===== src/rtl/dbp_pkg.sv =====
package dbp_pkg;

  typedef enum logic {
    MC_OUT0 = 1'b0,
    MC_OUT1 = 1'b1
  } mc_sel_e;

  function automatic mc_sel_e pick_target(input logic unknown,
                                          input logic master,
                                          input logic dflt);
    if (unknown) return mc_sel_e'(dflt);
    return mc_sel_e'(master);
  endfunction

endpackage


===== src/rtl/dbp_rst_sync.sv =====
module dbp_rst_sync (
  input  logic clk,
  input  logic arst_n,
  output logic srst_n
);

  logic [1:0] sync_q;

  always_ff @(posedge clk or negedge arst_n) begin
    if (!arst_n) sync_q <= 2'b00;
    else         sync_q <= {sync_q[0], 1'b1};
  end

  assign srst_n = sync_q[1];

endmodule


===== src/rtl/dbp_lane.sv =====
module dbp_lane #(
  parameter int LANE_W = 8
) (
  input  logic [LANE_W-1:0] lane_data,
  input  logic              flip,
  output logic              par_bit
);

  // odd parity: the bit is 1 when the lane holds an even number of ones
  always_comb begin
    par_bit = ~(^lane_data) ^ flip;
  end

endmodule


===== src/rtl/dbp_csr.sv =====
module dbp_csr #(
  parameter int LANES = 8,
  localparam int CSR_W = LANES + 3
) (
  input  logic             clk,
  input  logic             rst_n,
  input  logic             we,
  input  logic [CSR_W-1:0] wdata,
  output logic [CSR_W-1:0] rdata,
  output logic [LANES-1:0] inj_q,
  output logic             dflt_q,
  output logic [1:0]       clr
);

  logic [LANES-1:0] inj_d;
  logic             dflt_d;

  always_comb begin
    inj_d  = inj_q;
    dflt_d = dflt_q;
    if (we) begin
      inj_d  = wdata[LANES-1:0];
      dflt_d = wdata[LANES];
    end
  end

  always_ff @(posedge clk or negedge rst_n) begin
    if (!rst_n) begin
      inj_q  <= '0;
      dflt_q <= 1'b0;
    end else begin
      inj_q  <= inj_d;
      dflt_q <= dflt_d;
    end
  end

  always_comb begin
    clr[0] = we & wdata[LANES+1];
    clr[1] = we & wdata[LANES+2];
    rdata  = {2'b00, dflt_q, inj_q};
  end

  AST_RDBACK_FOLLOWS_WRITE: assert property (@(posedge clk) disable iff (!rst_n)
    we |=> rdata[LANES:0] == $past(wdata[LANES:0]));

  AST_RDBACK_STABLE: assert property (@(posedge clk) disable iff (!rst_n)
    !we |=> $stable(rdata));

endmodule


===== src/rtl/dbp_mchk.sv =====
module dbp_mchk
  import dbp_pkg::*;
(
  input  logic       clk,
  input  logic       rst_n,
  input  logic       err_valid,
  input  logic       err_unknown,
  input  logic       err_master,
  input  logic       dflt,
  input  logic [1:0] clr,
  output logic [1:0] mchk_n
);

  mc_sel_e    target;
  logic [1:0] set_hit;
  logic [1:0] mc_d;
  logic [1:0] mc_q;

  always_comb begin
    target  = pick_target(err_unknown, err_master, dflt);
    set_hit = 2'b00;
    if (err_valid) set_hit[target] = 1'b1;
  end

  generate
    for (genvar i = 0; i < 2; i++) begin : g_out
      // a new event outranks a clear in the same cycle
      always_comb begin
        mc_d[i] = set_hit[i] | (mc_q[i] & ~clr[i]);
      end
    end
  endgenerate

  always_ff @(posedge clk or negedge rst_n) begin
    if (!rst_n) mc_q <= 2'b00;
    else        mc_q <= mc_d;
  end

  assign mchk_n = ~mc_q;

  AST_KNOWN_TO_0: assert property (@(posedge clk) disable iff (!rst_n)
    (err_valid && !err_unknown && !err_master) |=> !mchk_n[0]);

  AST_KNOWN_TO_1: assert property (@(posedge clk) disable iff (!rst_n)
    (err_valid && !err_unknown && err_master) |=> !mchk_n[1]);

  AST_UNKNOWN_DFLT: assert property (@(posedge clk) disable iff (!rst_n)
    (err_valid && err_unknown) |=> !mchk_n[$past(dflt)]);

  AST_HOLD_0: assert property (@(posedge clk) disable iff (!rst_n)
    (!mchk_n[0] && !clr[0]) |=> !mchk_n[0]);

  AST_HOLD_1: assert property (@(posedge clk) disable iff (!rst_n)
    (!mchk_n[1] && !clr[1]) |=> !mchk_n[1]);

  AST_NO_SPURIOUS: assert property (@(posedge clk) disable iff (!rst_n)
    (!err_valid && mchk_n[0] && mchk_n[1]) |=> (mchk_n == 2'b11));

endmodule


===== src/rtl/dbus_parity_guard.sv =====
module dbus_parity_guard #(
  parameter int   DATA_W   = 64,
  parameter int   LANE_W   = 8,
  parameter logic IDLE_PAR = 1'b1,
  localparam int  LANES    = DATA_W / LANE_W,
  localparam int  CSR_W    = LANES + 3
) (
  input  logic              clk,
  input  logic              rst_n,
  input  logic              reg_we,
  input  logic [CSR_W-1:0]  reg_wdata,
  output logic [CSR_W-1:0]  reg_rdata,
  input  logic              par_mode,
  input  logic              dout_en,
  input  logic [DATA_W-1:0] dout,
  output logic              bus_drv,
  output logic [DATA_W-1:0] bus_dout,
  output logic [LANES-1:0]  bus_dpar,
  input  logic              err_valid,
  input  logic              err_unknown,
  input  logic              err_master,
  output logic [1:0]        mchk_n
);

  logic             srst_n;
  logic [LANES-1:0] inj_q;
  logic             dflt_q;
  logic [1:0]       clr;
  logic [LANES-1:0] lane_par;
  logic [LANES-1:0] par_d;
  logic [DATA_W-1:0] dout_d;
  logic             drv_d;

  dbp_rst_sync u_rst_sync (
    .clk    (clk),
    .arst_n (rst_n),
    .srst_n (srst_n)
  );

  dbp_csr #(.LANES(LANES)) u_csr (
    .clk    (clk),
    .rst_n  (srst_n),
    .we     (reg_we),
    .wdata  (reg_wdata),
    .rdata  (reg_rdata),
    .inj_q  (inj_q),
    .dflt_q (dflt_q),
    .clr    (clr)
  );

  generate
    for (genvar n = 0; n < LANES; n++) begin : g_lane
      localparam int HI = DATA_W - 1 - n * LANE_W;

      dbp_lane #(.LANE_W(LANE_W)) u_lane (
        .lane_data (dout[HI -: LANE_W]),
        .flip      (par_mode & inj_q[n]),
        .par_bit   (lane_par[n])
      );

      AST_LANE_CLEAN: assert property (@(posedge clk) disable iff (!srst_n)
        (dout_en && !(par_mode && inj_q[n])) |=>
          ($countones({bus_dout[HI -: LANE_W], bus_dpar[n]}) % 2 == 1));

      AST_LANE_FLIPPED: assert property (@(posedge clk) disable iff (!srst_n)
        (dout_en && par_mode && inj_q[n]) |=>
          ($countones({bus_dout[HI -: LANE_W], bus_dpar[n]}) % 2 == 0));
    end
  endgenerate

  always_comb begin
    drv_d  = dout_en;
    dout_d = bus_dout;
    par_d  = {LANES{IDLE_PAR}};
    if (dout_en) begin
      dout_d = dout;
      par_d  = lane_par;
    end
  end

  always_ff @(posedge clk or negedge srst_n) begin
    if (!srst_n) begin
      bus_drv  <= 1'b0;
      bus_dout <= '0;
      bus_dpar <= {LANES{IDLE_PAR}};
    end else begin
      bus_drv  <= drv_d;
      bus_dout <= dout_d;
      bus_dpar <= par_d;
    end
  end

  dbp_mchk u_mchk (
    .clk         (clk),
    .rst_n       (srst_n),
    .err_valid   (err_valid),
    .err_unknown (err_unknown),
    .err_master  (err_master),
    .dflt        (dflt_q),
    .clr         (clr),
    .mchk_n      (mchk_n)
  );

  AST_IDLE_LEVEL: assert property (@(posedge clk) disable iff (!srst_n)
    !dout_en |=> (!bus_drv && bus_dpar == {LANES{IDLE_PAR}}));

  AST_DATA_ALIGNED: assert property (@(posedge clk) disable iff (!srst_n)
    dout_en |=> (bus_drv && bus_dout == $past(dout)));

endmodule


===== config.mk =====
export PLATFORM = sky130hd
export DESIGN_NAME = dbus_parity_guard
export DESIGN_NICKNAME = d
export VERILOG_FILES = /design/src/rtl/dbp_pkg.sv /design/src/rtl/dbp_rst_sync.sv /design/src/rtl/dbp_lane.sv /design/src/rtl/dbp_csr.sv /design/src/rtl/dbp_mchk.sv /design/src/rtl/dbus_parity_guard.sv
export SDC_FILE = /design/constraint.sdc
export NUM_CORES = 1
export LEC_CHECK = 0
export BUFFER_PORTS_ARGS = -buffer_cell sky130_fd_sc_hd__clkbuf_2
export CAP_MARGIN = 15
export CORE_UTILIZATION = 49
export CTS_CLUSTER_SIZE = 40
export DETAILED_ROUTE_END_ITERATION = 8
export GPL_ROUTABILITY_DRIVEN = 0
export MAX_ROUTING_LAYER = met4
export PLACE_DENSITY = 0.88
export SLEW_MARGIN = 20
export SYNTH_ARGS = -nofsm -noshare
export SYNTH_HDL_FRONTEND = slang
export SYNTH_HIERARCHICAL = 1
export SYNTH_SLANG_ARGS = --single-unit

===== constraint.sdc =====
create_clock -name clk -period 3.4 [get_ports clk]
set_clock_uncertainty 0.05 [all_clocks]
set_input_delay 0.68 -clock clk [delete_from_list [all_inputs] [get_ports clk]]
set_output_delay 0.68 -clock clk [all_outputs]
set_load 0.03 [all_outputs]

# Yosys cells after proc, flatten, opt, wreduce, memory -nomap -nowiden
# Index checks and enable logic that the tools add are counted.
# word_totals
reg_bits	86
latch_bits	0
word_cells	58
n_memories	0
mem_bits_rw	0
rom_bits	0
# classes
bitwise	33
n_div	0
eq_ne	0
reduce_logical	9
multipliers	0
magnitude_cmp	2
n_shift	0
add_sub_neg	0
muxes	7
# op_table
op	count
8-bit parity	8
1-bit AND	12
1-bit inverter	10
8-bit 2-to-1 mux	1
1-bit XOR	8
1-bit 2-to-1 mux	4
1-bit by 2-bit less-than comparator with 1-bit output, second input constant	1
2-bit 2-to-1 mux	1
2-bit inverter	1
1-bit OR	2
1-bit demux with 1-bit select	1
1-bit greater-or-equal comparator, second input constant	1
1-bit logical AND	1

# Depth between registers and ports, before layout
# depth
ltp_word	8
ltp_mapped	5

# By module
# The synthesis kept the hierarchy.
# modules_own_cells
module	n_inst	area_per_inst_um2	cells_each	seq_area_each_um2
dbus_parity_guard	1	3032.9	161	1836.8
dbp_lane	8	75.1	7	0.0
dbp_csr	1	469.2	33	225.2
dbp_mchk	1	86.3	8	50.0
dbp_rst_sync	1	53.8	3	50.0

# Worst setup path after synthesis
# OpenSTA, ideal clock, no wires.
# synth_path
kind	input to register
start	in dout[63]
end	reg bus_dpar[0]
slack_ps	1812
path_stages	4
path_buffers	0
arrival_time_ps	1458
setup_ps	80
t_required_ps	3270
cell_sequence	xor2_1 xnor3_1 xnor2_1 nand2b_1
# synth_between
elab_chain_cells	4
# synth_rtl
item	line	source
start: declaration	dbus_parity_guard.sv:15	input logic [DATA_W-1:0] dout,
8-bit parity	dbp_lane.sv:11	par_bit = ~(^lane_data) ^ flip;
1-bit inverter	dbp_lane.sv:11	
1-bit XOR	dbp_lane.sv:11	
via lane_par[0]	dbus_parity_guard.sv:29	logic [LANES-1:0] lane_par;
8-bit 2-to-1 mux	dbus_parity_guard.sv:75	if (dout_en) begin
via par_d[0]	dbus_parity_guard.sv:30	logic [LANES-1:0] par_d;
end signal: assignment	dbus_parity_guard.sv:85	bus_dpar <= {LANES{IDLE_PAR}};
end signal: assignment	dbus_parity_guard.sv:89	bus_dpar <= par_d;
end: declaration	dbus_parity_guard.sv:18	output logic [LANES-1:0] bus_dpar,
# The timed path passes the listed nets, and every way through them passes these cells.
# A chain may end at the register's enable or synchronous reset.

# Worst setup path after layout
# layout_path
start	reg bus_dpar[2]
end	out bus_dpar[2]
# No word-level cell between the ends.

==> results.ini <==
[timing]
min_period_over_period = 0.528
finalSetupViolCount = 0
fmax_mhz = 557
hold_violations = 0
min_period_ns = 1.80
rsz0062_at_grt = false
setup_tns_ns = 0
hold-worst-slack_ns = 0.0570
drv_slew = 0

[worst_setup_path]
slowest_delay_ns = 0.53
r2r_start = u_csr/inj_q[1]
path_class = register to primary output
worst-path-max-fanout = 1
reg2reg_slack_ns = 2.02
critPathTopFamily = flip-flops
worstSetupEndpointType = primary output
critical_path.cell_chain = clkbuf_2
startpoint = bus_dpar[2]
cp.required_ns = 2.67
path_buf_inv = 1
arrival_ns = 1.07
cp_slowest_cell = dfstp_2
reg2reg_depth = 5
reg2reg_to = bus_dpar[1]
startpoint_type = register

[floorplanning]
dieArea_mm2 = 0.00903
coreArea_mm2 = 0.00830
dieHeight_um = 95.1
start_util = 0.511
die_w_um = 95.1
num_rows = 33
io_pins = 169

[routing]
vias = 2534
drt-met1-wl_mm = 3.37
drt-pass1-iter-count = 4
drt_wl_total_mm = 8.10
dr.max_layer_used = met4
wl_met2_mm = 4.08
routedWlPerCell_um = 15.2
drc = 0
antenna_left = 0
drt_iter0_markers = 38
via_per_inst = 4.76
dr_wl_met3_um = 519

[synth]
synth_top_area_share = 0.460
ys_async_sr_fraction = 1.00
synth-edff-count = 0
synth_common_cells = dfrtp_1 (78), mux2_4 (70), xnor2_1 (32), xor2_1 (16), buf_4 (11)
syn_area_mm2 = 0.00424
synthDistinctLibCells = 18
synthMostInstantiatedCell = dfrtp_1
synth.top_cells.by_area = dfrtp_1 (46%), mux2_4 (25%), xnor2_1 (6.6%)
yosys_warnings = 6
synthFlopType = dfrtp_1
avgSynthCellArea_um2 = 16.3
yosysTopAreaCell = dfrtp_1
seq_area_frac_synth = 0.510
synth-seq-cells = 86
postSynthCellCount = 261

[global_route]
grt_use_total = 0.190
grt_pass1_wl_mm = 12.4
grt_pass1_vias = 2654
overflow = 0
antenna_found_initial = 0
grt_max_degree = 85

[layout]
drive_above_1_share = 0.625
design.final.nets = 505
postLayoutCoreUtil = 0.632
antenna_cells = 0
fin_area_mm2 = 0.00525
syn_to_final_growth_pct = 23.7
fin_cells = 532

[clocking]
worstSkewPairLatency_ns = 0.34
cts_buffer_depth = 2
cts_resized = 0
cts_sinks = 86
postCtsSetupRepairBufs = 0
htree_levels = 3
hold_buffers = 0
path_clk_slew_ns = 0.09
cts-root-buf = clkbuf_8
numCtsBuffers = 9
tritoncts = yes

[power_and_ir_drop]
p_seq_frac = 0.436
pwr-share-clk = 0.274
irDropWorstVdd_v = 0.000242
p_comb_frac = 0.290
p_per_area_mw_per_mm2 = 536
internal_power_mw = 1.94
swShare = 0.310
p_leak_nw = 2.74
switchingPower_mw = 0.871

[flow_run]
cap_violations = 0

[placement]
port-buffer-count = 166
place_hpwl_mm = 6.02
placed_cells = 515
dpl_cell_area_mm2 = 0.00501

[worst_hold_path]
hold_path_class = input port to asynchronous set/reset pin

[status]
status = finished, final reports clean

==> worst reg2reg max path, stage by stage (launching register included) <==
cell and delay (ns):
dfrtp_1 0.40, and2_1 0.17, xnor2_1 0.15, xnor3_1 0.26
xnor2_1 0.13, nand2b_1 0.14
==> sequential cells by signal (all words and copies together), names as in the netlist <==
signal / count
bus_dout: 64
u_csr/inj_q: 8
bus_drv: 1
u_mchk/mc_q: 2
u_rst_sync/sync_q: 2
u_csr/dflt_q: 1
bus_dpar: 8
==> worst max path at each step <==
stage,endpoint,slack [ns],depth (start not counted)
floorplan,bus_dout[0],0.79,0
global placement,bus_dout[44],1.45,3
detailed placement,bus_dout[46],1.42,3
CTS,bus_dpar[2],1.57,1
global route,bus_dpar[3],1.55,1
finish,bus_dpar[2],1.60,1
==> stage by stage <==
step,worst slack [ns],power (mW)
6_report,1.60,2.81
3_5_place_dp,1.42,2.07
2_1_floorplan,0.791,1.86
3_3_place_gp,1.45,2.04
4_1_cts,1.57,2.84
5_1_grt,1.55,2.95
==> power by group through the flow <==
stage	registers, mW	logic [mW]	clock network [mW]
2_1_floorplan	1.46	0.404	0
3_3_place_gp	1.25	0.789	0
3_5_place_dp	1.26	0.805	0
4_1_cts	1.24	0.807	0.795
5_1_grt	1.24	0.865	0.847
6_report	1.23	0.815	0.772
==> kinds of logic after synthesis <==
kind of cell	after synthesis	synth area share
other cells	2	0.00177
xor+xnor	56	0.142
compound gates	2	0.00354
mux	74	0.258
buf+inv	23	0.0584
simple gates	18	0.0271
flops	86	0.510
==> placed cells by master, fill, tap and decap left out, drive strengths merged <==
| master | count |
|---|---|
| clkbuf | 176 |
| dfrtp | 78 |
| mux2 | 73 |
| xnor2 | 32 |
| xor2 | 16 |
| and2 | 10 |
| nand2b | 8 |
| dfstp | 8 |
| xnor3 | 8 |
| buf | 4 |
| conb | 3 |
| inv | 3 |
| bufinv | 2 |
| clkinvlp | 2 |
| clkinv | 1 |
| mux2i | 1 |
| o2bb2ai | 1 |
| o22ai | 1 |
==> final cells by class <==
class	count	area (um2)
sequential	86	2170
tap	105	131
timing repair buffer	169	888
clock inverter	5	83.8
multi-input combinational	153	1840
fill	661	3050
clock buffer	11	131
inverter	3	11.3
==> metal layers <==
metal / up-vias / global-route usage
li1: 1176 / -
met1: 1237 / 0.223
met2: 110 / 0.314
met3: 11 / 0.0502
met4: 0 / 0.0732
met5: - / -
Note: power is estimated with default switching activity, not from simulation.
